[src/rtl/dma_arb_pkg.sv]
package dma_arb_pkg;
  localparam int NumCh = 4;
  localparam int ChW   = $clog2(NumCh);
  localparam int ModeW = 2;

  typedef enum logic [ModeW-1:0] {
    ModeAllRr   = 2'b00,
    ModeTop1Rr  = 2'b01,
    ModeTop2Rr  = 2'b10,
    ModeFixed   = 2'b11
  } arbMode_e;

  // strobes from control to datapath
  typedef struct packed {
    logic evalEn;
    logic modeChanged;
  } arbCtrl_t;

  // lowest channel of the rotating group for a scheme
  function automatic logic [ChW-1:0] groupBase(arbMode_e m);
    case (m)
      ModeTop1Rr: groupBase = ChW'(1);
      ModeTop2Rr: groupBase = ChW'(2);
      default:    groupBase = '0;
    endcase
  endfunction
endpackage

[src/rtl/dma_arb_ctrl.sv]
module dma_arb_ctrl
  import dma_arb_pkg::*;
(
  input  logic                 clk,
  input  logic                 rstN,
  input  logic                 arbStrobe,
  input  logic [ModeW-1:0]     modeSel,
  output arbMode_e             curMode,
  output arbCtrl_t             ctrlStb
);
  arbMode_e lastMode;

  assign curMode = arbMode_e'(modeSel);

  always_ff @(posedge clk or negedge rstN) begin
    if (!rstN)          lastMode <= ModeAllRr;
    else if (arbStrobe) lastMode <= curMode;
  end

  always_comb begin
    ctrlStb.evalEn      = arbStrobe;
    ctrlStb.modeChanged = (curMode != lastMode);
  end
endmodule

[src/rtl/dma_arb_datapath.sv]
module dma_arb_datapath
  import dma_arb_pkg::*;
(
  input  logic              clk,
  input  logic              rstN,
  input  logic [NumCh-1:0]  reqVec,
  input  arbMode_e          curMode,
  input  arbCtrl_t          ctrlStb,
  output logic [NumCh-1:0]  grantOh,
  output logic              grantValid
);
  logic [ChW-1:0]   rrPtr, ptrUse, baseCh, nextPtr, rrIdx, cand;
  logic [NumCh-1:0] inRr, fixedHit, rrHit, winner;
  logic             fixedFound, rrFound, rrWin;

  assign baseCh = groupBase(curMode);
  assign ptrUse = ctrlStb.modeChanged ? baseCh : rrPtr;

  // membership of each channel in the rotating group
  for (genvar g = 0; g < NumCh; g++) begin : gMember
    assign inRr[g] = (curMode != ModeFixed) && (ChW'(g) >= baseCh);
  end

  // fixed part: lowest-index requesting channel outside the group
  always_comb begin
    fixedHit   = '0;
    fixedFound = 1'b0;
    for (int i = 0; i < NumCh; i++) begin
      if (!fixedFound && reqVec[i] && !inRr[i]) begin
        fixedHit[i] = 1'b1;
        fixedFound  = 1'b1;
      end
    end
  end

  // rotating part: search from the pointer, wrapping inside the group
  always_comb begin
    rrHit   = '0;
    rrFound = 1'b0;
    rrIdx   = '0;
    cand    = '0;
    for (int off = 0; off < NumCh; off++) begin
      cand = ptrUse + ChW'(off);
      if (!rrFound && reqVec[cand] && inRr[cand]) begin
        rrHit[cand] = 1'b1;
        rrIdx       = cand;
        rrFound     = 1'b1;
      end
    end
  end

  assign winner  = fixedFound ? fixedHit : rrHit;
  assign rrWin   = !fixedFound && rrFound;
  assign nextPtr = (rrIdx == ChW'(NumCh - 1)) ? baseCh : rrIdx + ChW'(1);

  always_ff @(posedge clk or negedge rstN) begin
    if (!rstN) begin
      rrPtr      <= '0;
      grantOh    <= '0;
      grantValid <= 1'b0;
    end else if (ctrlStb.evalEn) begin
      grantOh    <= winner;
      grantValid <= |winner;
      if (rrWin)                    rrPtr <= nextPtr;
      else if (ctrlStb.modeChanged) rrPtr <= baseCh;
    end
  end

  // grant never names two channels
  a_r10_onehot: assert property (@(posedge clk) disable iff (!rstN)
    $onehot0(grantOh));
  // valid flag tracks a nonzero grant
  a_r10_valid: assert property (@(posedge clk) disable iff (!rstN)
    grantValid == (grantOh != '0));
  // only a requesting channel is granted
  a_r10_requested: assert property (@(posedge clk) disable iff (!rstN)
    ctrlStb.evalEn |=> ((grantOh & ~$past(reqVec)) == '0));
  // grant holds between strobes
  a_r8_hold: assert property (@(posedge clk) disable iff (!rstN)
    !ctrlStb.evalEn |=> ($stable(grantOh) && $stable(grantValid)));
  // idle strobe gives no grant and keeps the pointer
  a_r7_idle: assert property (@(posedge clk) disable iff (!rstN)
    (ctrlStb.evalEn && reqVec == '0 && !ctrlStb.modeChanged)
      |=> (!grantValid && $stable(rrPtr)));
  // channel 0 wins in every scheme except full rotation
  a_r2_ch0_first: assert property (@(posedge clk) disable iff (!rstN)
    (ctrlStb.evalEn && curMode != ModeAllRr && reqVec[0])
      |=> (grantOh == NumCh'(1)));
endmodule

[src/rtl/dma_mix_arbiter.sv]
module dma_mix_arbiter
  import dma_arb_pkg::*;
(
  input  logic              clk,
  input  logic              rstN,
  input  logic [NumCh-1:0]  reqVec,
  input  logic [ModeW-1:0]  modeSel,
  input  logic              arbStrobe,
  output logic [NumCh-1:0]  grantOh,
  output logic              grantValid
);
  arbMode_e curMode;
  arbCtrl_t ctrlStb;

  dma_arb_ctrl uCtrl (
    .clk       (clk),
    .rstN      (rstN),
    .arbStrobe (arbStrobe),
    .modeSel   (modeSel),
    .curMode   (curMode),
    .ctrlStb   (ctrlStb)
  );

  dma_arb_datapath uDp (
    .clk        (clk),
    .rstN       (rstN),
    .reqVec     (reqVec),
    .curMode    (curMode),
    .ctrlStb    (ctrlStb),
    .grantOh    (grantOh),
    .grantValid (grantValid)
  );
endmodule

[config.mk]
export PLATFORM = sky130hd
export DESIGN_NAME = dma_mix_arbiter
export DESIGN_NICKNAME = d
export VERILOG_FILES = /design/src/rtl/dma_arb_pkg.sv /design/src/rtl/dma_arb_ctrl.sv /design/src/rtl/dma_arb_datapath.sv /design/src/rtl/dma_mix_arbiter.sv
export SDC_FILE = /design/constraint.sdc
export NUM_CORES = 1
export LEC_CHECK = 0
export BUFFER_PORTS_ARGS = -buffer_cell sky130_fd_sc_hd__buf_2
export CAP_MARGIN = 20
export CORE_MARGIN = 1.5
export CORE_UTILIZATION = 55
export DETAILED_ROUTE_END_ITERATION = 16
export HOLD_SLACK_MARGIN = 0.15
export PLACE_DENSITY = 0.76
export SLEW_MARGIN = 20
export SYNTH_ARGS = -nofsm -noshare
export SYNTH_HDL_FRONTEND = slang
export SYNTH_SLANG_ARGS = --single-unit
[constraint.sdc]
create_clock -name clk -period 6.7 [get_ports clk]
set_clock_uncertainty 0.15 [all_clocks]
set_input_delay 1.005 -clock clk [delete_from_list [all_inputs] [get_ports clk]]
set_output_delay 1.005 -clock clk [all_outputs]
set_load 0.02 [all_outputs]
## Word-level counts from Yosys, hierarchy flattened

Index checks and enable logic that the tools add are counted.

- Add/subtract/negate cells: 4
- $lt $le $gt $ge: 12
- Multiplexer cells: 48
- Reduce and logical (&&, ||, !) cells: 35
- Bitwise operators: 3
- Equal/unequal tests: 5

Operators with widths:

| cell | number |
|---|---|
| $logic_and 1x1->1 | 23 |
| $mux 1 | 23 |
| $mux 4 | 5 |
| $bmux 1 s2 | 8 |
| $mux 2 | 7 |
| $lt 2x3->1 const B | 4 |
| $or 4x4->4 | 3 |
| $logic_not 1->1 | 11 |
| $demux 1 s2 | 4 |
| $ge 2x1->1 const B | 4 |
| $add 2x1->2 const B | 2 |
| $add 2x2->2 const B | 2 |
| $eq 2x2->1 const B | 2 |
| $ge 1x2->1 const A | 2 |
| $ge 2x2->1 const A | 2 |
| $pmux 2 s2 | 1 |
| $reduce_or 4->1 | 1 |
| $eq 2x1->1 const B | 1 |
| $ne 2x2->1 | 1 |
| $ne 2x2->1 const B | 1 |

- Logic and storage cells: 111
- Output and inout port bits: 5
- Input bits: 9
- Register bits: 9

## Longest topological paths before layout

Gate-level depths: netlist of the first run.

- Word-level depth: 23
- Mapped depth: 15
- Mapped depth without buffers: 13

## Cells and area by module

A second synthesis of the first run with hierarchy kept.

- Cells, all modules: 153
- Area total of the unflattened synthesis: 1182.4 um^2

By module, submodules not included:

| module | instances | area an instance (um^2) | seq. area each (um^2) | cells an instance |
|---|---|---|---|---|
| dma_arb_datapath | 1 | 1066.0 | 175.2 | 143 |
| dma_arb_ctrl | 1 | 116.4 | 50.0 | 10 |

## Least setup slack after synthesis of the first run

No wires, ideal clock.

- Path kind: input to register
- Start: input port modeSel[0]
- End: register uDp.rrPtr[1]
- Data required time: 6.407 ns
- Setup slack: 3.239 ns
- Path buffers: 1
- Setup time: 0.143 ns
- Stages: 14
- Data arrival time: 3.168 ns
- Cells stage by stage: or3b_1 > a211o_1 > o21ai_2 > buf_4 > mux2i_1 > nor2_1 > a21oi_1 > o221a_2 > a31oi_1 > ha_1 > inv_1 > o21ai_0 > nand3_1 > o221ai_1

- Cells in the longest elaborated chain, start to end: 23
- Elaborated cells on any way between the ends: 75
- Those cells by class: add/sub (4); order compare (4); eq/ne (5); mux (32); reduce/logical (30)

Ends and longest elaborated chain:

| element | line | RTL |
|---|---|---|
| start: declaration | dma_mix_arbiter.sv:7 | `input logic [ModeW-1:0] modeSel,` |
| $eq 2x2->1 or $eq 2x1->1 (tied branches) | dma_arb_pkg.sv:21 | `case (m)` |
| $pmux 2 s2 | dma_arb_pkg.sv:21 |  |
| $ge 1x2->1 or $ge 2x2->1 (tied branches) | dma_arb_datapath.sv:21 | `assign inRr[g] = (curMode != ModeFixed) && (ChW'(g) >= baseCh);` |
| $logic_and 1x1->1 | dma_arb_datapath.sv:21 |  |
| $bmux 1 s2 | dma_arb_datapath.sv:44 | `if (!rrFound && reqVec[cand] && inRr[cand]) begin` |
| $mux 1 (not written as such) | dma_arb_datapath.sv:44 |  |
| $logic_and 1x1->1 | dma_arb_datapath.sv:44 |  |
| $mux 1 | dma_arb_datapath.sv:44 |  |
| [... 5 more ...] | -- |  |
| $logic_and 1x1->1 (2 in series) | dma_arb_datapath.sv:44 |  |
| $mux 1 | dma_arb_datapath.sv:44 |  |
| $logic_not 1->1 | dma_arb_datapath.sv:44 |  |
| $logic_and 1x1->1 (2 in series) | dma_arb_datapath.sv:44 |  |
| $mux 2 | dma_arb_datapath.sv:44 |  |
| $add 2x1->2 or $eq 2x2->1 (tied branches) | dma_arb_datapath.sv:54 | `assign nextPtr = (rrIdx == ChW'(NumCh - 1)) ? baseCh : rrIdx + ChW'(1);` |
| $mux 2 | dma_arb_datapath.sv:54 |  |
| $mux 2 * | dma_arb_datapath.sv:64 | `if (rrWin) rrPtr <= nextPtr;` |
| end signal: assignment | dma_arb_datapath.sv:64 |  |
| end signal: assignment | dma_arb_datapath.sv:65 | `else if (ctrlStb.modeChanged) rrPtr <= baseCh;` |
| end: declaration | dma_arb_datapath.sv:12 | `logic [ChW-1:0] rrPtr, ptrUse, baseCh, nextPtr, rrIdx, cand;` |

Mark *: on every way between the ends. The rest lies on a longest branch, timed or not. The select of a mux whose other input is x is not followed.
A chain may end at the register's enable or synchronous reset.

## Worst setup path after layout of the first run

- Start: input port modeSel[1]
- End: register uDp.rrPtr[1]

Same word-level chain as after synthesis.

==> impl_metrics.json, run 1 <==
{
  "post-route-period-util_pct": 56.4,
  "final-hold-violation-count": 0,
  "crit_slowest_cell": "or3b_1",
  "ys_warn_count": 0,
  "cts-buffers-inserted": 3,
  "syn_to_final_growth_pct": 7.08,
  "finalCriticalPeriod_ns": 3.78,
  "regToRegSetupSlack_ns": 3.48,
  "maxSlewViolCount": 0,
  "fin_util_pct": 63.3,
  "synthCells": 157,
  "synthArstFlopShare_pct": 100,
  "clockBufferDepth": 2,
  "io_pins": 14,
  "critPathRequiredTime_ns": 6.66,
  "syn_avg_cell_area_sq_um": 7.54,
  "fp-row-count": 16,
  "worstHoldPathType": "reg -> reg",
  "grt_pass1_wl_microns": 5350,
  "setup_viol": 0,
  "design_area_sq_mm": 0.00127,
  "placed_area_sq_mm": 0.00124,
  "max-cap-violations": 0,
  "synth_top_flop_cell": "dfrtp_1",
  "fin_nets": 176,
  "numClockSinks": 9,
  "synth-edff-count": 0,
  "final_common_cell": "nand2_1",
  "ant_nets": 0,
  "grt_pass1_vias": 1163,
  "cts_resized": 0,
  "drc": 0,
  "core_sq_mm": 0.00200,
  "htreeDepth": 1,
  "clock_latency_ns": 0.25,
  "cts_setup_buffers": 0,
  "drtIter0Drc": 126,
  "num_vias": 1334,
  "seq_area_frac_synth_pct": 19.0,
  "antenna_found_initial": 0,
  "worstMarginPinSlew_ns": 0.638,
  "path_clk_slew_ns": 0.05,
  "drive_gt1_share_pct": 18.8,
  "cp_slowest_stage_delay_ns": 0.38,
  "crit_fanout": 21,
  "grt_overflow": 0,
  "r2r_cells": 13,
  "holdBufCountCts": 0,
  "synth-seq-cells": 9,
  "cts_tree": "built",
  "root_buffer": "clkbuf_4",
  "path_cells": "buf_2, or3b_1, a211o_1, o21ai_2, mux2i_1, nor2_1, a21oi_1, o221a_2, a31oi_1, ha_1, inv_1, o21ai_0, nand3_1, o221ai_1",
  "multi_input_area_sq_um": 872,
  "worstSetupStartpointType": "primary input",
  "dp.cells": 188,
  "rsz0062_at_grt": "no",
  "fin_cells": 192,
  "fillers": 183,
  "gp_congestion": 1.02,
  "hold_start": "uDp.grantOh[3]$_DFFE_PN0P_",
  "grt_max_degree": 22,
  "relSlewSlack_pct": 57.2,
  "worstReg2RegEnd": "uDp.rrPtr[1]$_DFFE_PN0P_",
  "die_x_microns": 49.4,
  "finalSetupTns_ns": 0,
  "power_leakage_uw": 0.000509,
  "port_buffers": 13,
  "dr.pass1.iters": 6,
  "synth.cell_area_sq_mm": 0.00118,
  "routed_wl_microns": 3210,
  "viasPerCell": 6.95,
  "grt_usage_pct": 28.2,
  "layout_common_cells": "15 x nand2_1, 13 x nor2_1, 13 x buf_2",
  "max_freq_ghz": 0.265,
  "syn_nets": 167,
  "irDropWorstVdd_v": 0.000163,
  "hold_end": "uDp.grantOh[3]$_DFFE_PN0P_",
  "dp_hpwl_microns": 2510,
  "critPathCaptureType": "flip-flop",
  "seq_area_sq_um": 225,
  "die_area_sq_mm": 0.00244,
  "r2r-start": "uCtrl.lastMode[0]$_DFFE_PN0P_",
  "worstPathArrival_ns": 3.74,
  "die_h_microns": 49.4,
  "crit_type": "in -> reg",
  "status": "finished clean",
  "power_density_mw_per_mm2": 223,
  "synth_cell_types": 60,
  "hold_path_depth": 1,
  "initial_core_util_pct": 59.1,
  "routedWlPerCell_microns": 16.7,
  "antenna_cells": 0
}
[metrics by stage]
stage | setup WS (ns) | total power (uW) | hold slack [ns]
after floorplan | 3.24 | 203 | 0.438
after global placement | 2.76 | 238 | 0.310
after detailed placement | 2.72 | 240 | 0.314
after CTS | 2.97 | 281 | 0.327
after global routing | 2.69 | 304 | 0.351
final | 2.92 | 282 | 0.324
[cells in the mapped netlist, types with 2 or more instances]
library cell   n  area share, %
a31oi_1        4            2.1
nor2b_1        3            1.6
a32o_1         3            2.5
mux2_2         2            1.9
buf_2          6            2.5
a311oi_1       2            1.5
dfrtp_1        9             19
nand3_1        8            3.4
and2_1         2            1.1
nand2_1       15            4.8
nor3_1         2           0.85
nor4b_1        3            2.2
inv_1          9            2.9
nand2b_1       2            1.1
a211o_1        2            1.5
o211ai_1       5            3.2
o21ai_0        9            3.8
clkbuf_1       3           0.95
mux2i_1        3            2.5
nand4_1        3            1.6
nor2_1        13            4.1
o21a_1         2            1.3
a21oi_1       10            4.2
[worst max path at each step]
stage / from / end / slack, ns / cells after the start
6_report: modeSel[1] / uDp.rrPtr[1]$_DFFE_PN0P_ / 2.92 / 14
3_5_place_dp: modeSel[1] / uDp.rrPtr[1]$_DFFE_PN0P_ / 2.72 / 14
5_1_grt: modeSel[1] / uDp.rrPtr[1]$_DFFE_PN0P_ / 2.69 / 14
3_3_place_gp: modeSel[1] / uDp.rrPtr[1]$_DFFE_PN0P_ / 2.76 / 14
4_1_cts: modeSel[1] / uDp.rrPtr[1]$_DFFE_PN0P_ / 2.97 / 14
2_1_floorplan: modeSel[0] / uDp.rrPtr[1]$_DFFE_PN0P_ / 3.24 / 14
[state kept, by name (all words and copies together), names as in the netlist]
signal	flops
uCtrl.lastMode	2
uDp.grantValid	1
uDp.rrPtr	2
uDp.grantOh	4
[critical path, delay by kind of cell]
kind                     cells  cell delay (ns)
multiplexers                 1             0.18
adder cells (fa/ha/maj)      1             0.25
buffers and inverters        2             0.37
AND/OR/NAND/NOR              3             0.66
AO/OA/AOI/OAI                7             1.27
[layout make-up]
type,count,area share (%)
clock buffers,4,2.07
multi-input cells,128,68.8
repair buffers,14,5.73
flip-flops and latches,9,17.8
inverters,10,2.96
well taps,27,2.67
[cell families after synthesis]
| logic type | after synthesis | synth area share [%] |
|---|---|---|
| AOI/OAI and AO/OA | 61 | 40.6 |
| DFF | 9 | 19.0 |
| buffers and inverters | 20 | 7.29 |
| adders and majority gates | 1 | 1.06 |
| muxes | 6 | 5.71 |
| and+or+nand+nor | 60 | 26.3 |
[report_power, final]
group          internal (uW)  leakage [uW]  total (uW)  switching [uW]
logic                   64.3      0.000385         165             101
clock network           22.8     0.0000150        39.0            16.2
registers               65.7      0.000110        78.2            12.5
[layer usage]
layer / global-route usage [%] / up-vias / wire [microns]
li1: - / 628 / -
met1: 37.9 / 595 / 1320
met2: 44.1 / 97 / 1450
met3: 4.60 / 14 / 341
met4: 13.0 / 0 / 108
met5: 0 / - / 0
No activity file was read; power rests on OpenSTA's default activity.
==> run 2, diff against run 1 <==
- CORE_UTILIZATION: 55 -> 52
- PLACE_DENSITY: 0.76 -> 0.75
- clock period: 6.7 -> 3.45 ns (I/O delays scaled with it)
==> impl_metrics.json, run 2 (synthesis gave the netlist of run 1 again) <==
{
  "power_density_mw_per_mm2": 425,
  "setup_viol": 0,
  "r2r_cells": 13,
  "layout_common_cells": "15 x nand2_1, 13 x nor2_1, 13 x buf_2",
  "max_freq_ghz": 0.312,
  "worstSetupStartpointType": "flip-flop",
  "hold_path_depth": 2,
  "relSlewSlack_pct": 59.6,
  "clockBufferDepth": 2,
  "rsz0062_at_grt": "no",
  "hold_start": "uDp.grantOh[1]$_DFFE_PN0P_",
  "numClockSinks": 9,
  "regToRegSetupSlack_ns": 0.25,
  "maxSlewViolCount": 0,
  "gp_congestion": 0.958,
  "dp_slack_ns": 0.0683,
  "root_buffer": "clkbuf_4",
  "max-cap-violations": 0,
  "clock_latency_ns": 0.25,
  "core_sq_mm": 0.00217,
  "antenna_cells": 0,
  "final_common_cell": "nand2_1",
  "cts_tree": "built",
  "cp_slowest_stage_delay_ns": 0.49,
  "worstMarginPinSlew_ns": 0.602,
  "die_h_microns": 50.7,
  "drtIter0Drc": 64,
  "grt_pass1_wl_microns": 6070,
  "worstPathArrival_ns": 3.16,
  "fillers": 225,
  "irDropWorstVdd_v": 0.000335,
  "top_register": "uDp.grantOh",
  "io_pins": 14,
  "cts_resized": 0,
  "crit_type": "reg -> reg",
  "dp.cells": 197,
  "syn_to_final_growth_pct": 14.8,
  "hold_end": "uDp.grantOh[1]$_DFFE_PN0P_",
  "routed_wl_microns": 3460,
  "largest_reg_flops": 4,
  "fin_nets": 186,
  "port_buffers": 13,
  "dp_hpwl_microns": 2690,
  "drive_gt1_share_pct": 22.9,
  "seq_area_sq_um": 225,
  "routedWlPerCell_microns": 17.0,
  "grt_usage_pct": 30.9,
  "ant_nets": 0,
  "critPathCaptureType": "flip-flop",
  "crit_buf_inv": 1,
  "grt_pass1_vias": 1350,
  "dr.pass1.iters": 4,
  "r2r-start": "uCtrl.lastMode[0]$_DFFE_PN0P_",
  "cts-buffers-inserted": 3,
  "crit_top_cell": "nand3_1",
  "fp-row-count": 17,
  "fin_cells": 203,
  "post-route-period-util_pct": 92.8,
  "drc": 0,
  "multi_input_area_sq_um": 872,
  "crit_fanout": 12,
  "num_vias": 1357,
  "path_clk_slew_ns": 0.05,
  "antenna_found_initial": 0,
  "die_area_sq_mm": 0.00257,
  "power_leakage_uw": 0.000562,
  "grt_overflow": 0,
  "crit_slowest_cell": "dfrtp_1",
  "initial_core_util_pct": 54.6,
  "die_x_microns": 50.7,
  "finalCriticalPeriod_ns": 3.20,
  "worstHoldPathType": "reg -> reg",
  "viasPerCell": 6.68,
  "crit_family": "compound AO/OA/AOI/OAI gates",
  "grt_max_degree": 17,
  "status": "finished clean",
  "reg_top3": "uDp.grantOh: 4 flops, uCtrl.lastMode: 2 flops, uDp.rrPtr: 2 flops",
  "htreeDepth": 1,
  "critPathRequiredTime_ns": 3.41,
  "final-hold-violation-count": 0,
  "setup_ws_ns": 0.247,
  "finalSetupTns_ns": 0,
  "path_cells": "or3b_1, a211o_1, o21a_4, nor2_1, a311o_1, nand3_1, o221a_2, a31oi_1, ha_1, inv_1, o21ai_0, nand3_1, o221ai_1",
  "worstReg2RegEnd": "uDp.rrPtr[1]$_DFFE_PN0P_"
}
run 2: worst min-delay path, delay by kind of cell (launching register included):
kind	cells	cell delay [ns]
compound gates	1	0.06
simple gates	1	0.05
flops	1	0.34
run 2: area by class of cell:
type / count / area share, %
clock buffers: 4 / 1.93
repair buffers: 24 / 12.0
inverters: 10 / 2.76
flip-flops and latches: 9 / 16.6
multi-input cells: 128 / 64.2
well taps: 28 / 2.58
run 2: stage by stage:
step	power [uW]	util (%)	cell area (sq um)	hold slack [ns]
final	578	62.6	1360	0.333
after floorplan	395	-	1180	0.0719
after global placement	490	60.6	1320	0.219
after CTS	574	62.3	1350	0.343
after detailed placement	494	60.6	1320	0.224
after global routing	623	62.6	1360	0.357
run 2: how the worst max path moves through the flow:
stage	from	end	slack, ns	cells after the start
after global routing	uCtrl.lastMode[0]$_DFFE_PN0P_	uDp.rrPtr[1]$_DFFE_PN0P_	0.03	11
after detailed placement	modeSel[0]	uDp.rrPtr[1]$_DFFE_PN0P_	0.07	14
final	uCtrl.lastMode[0]$_DFFE_PN0P_	uDp.rrPtr[1]$_DFFE_PN0P_	0.25	13
after floorplan	modeSel[0]	uDp.rrPtr[1]$_DFFE_PN0P_	0.48	14
after CTS	uCtrl.lastMode[0]$_DFFE_PN0P_	uDp.rrPtr[1]$_DFFE_PN0P_	0.19	11
after global placement	modeSel[0]	uDp.rrPtr[1]$_DFFE_PN0P_	0.16	12
run 2: power by group:
part           leakage, uW  internal (uW)  switching [uW]
logic             0.000437            144             205
registers         0.000110            127            25.6
clock network    0.0000150           44.2            31.5
run 2: layer usage:
layer	wire length (microns)	part of all wire, %	GRT usage [%]
met2	1700	49	50.9
met4	49	1.4	14.9
met1	1390	40	37.9
met3	316	9.1	6.85
met5	0	0	0
run 2: timing repair:
action / 4_1_cts / 5_1_grt
hold buffers: 1 / 0
setup buffers: 0 / 1
endpoints found under the setup margin: 0 / 2
hold endpoints to repair: 9 / 0
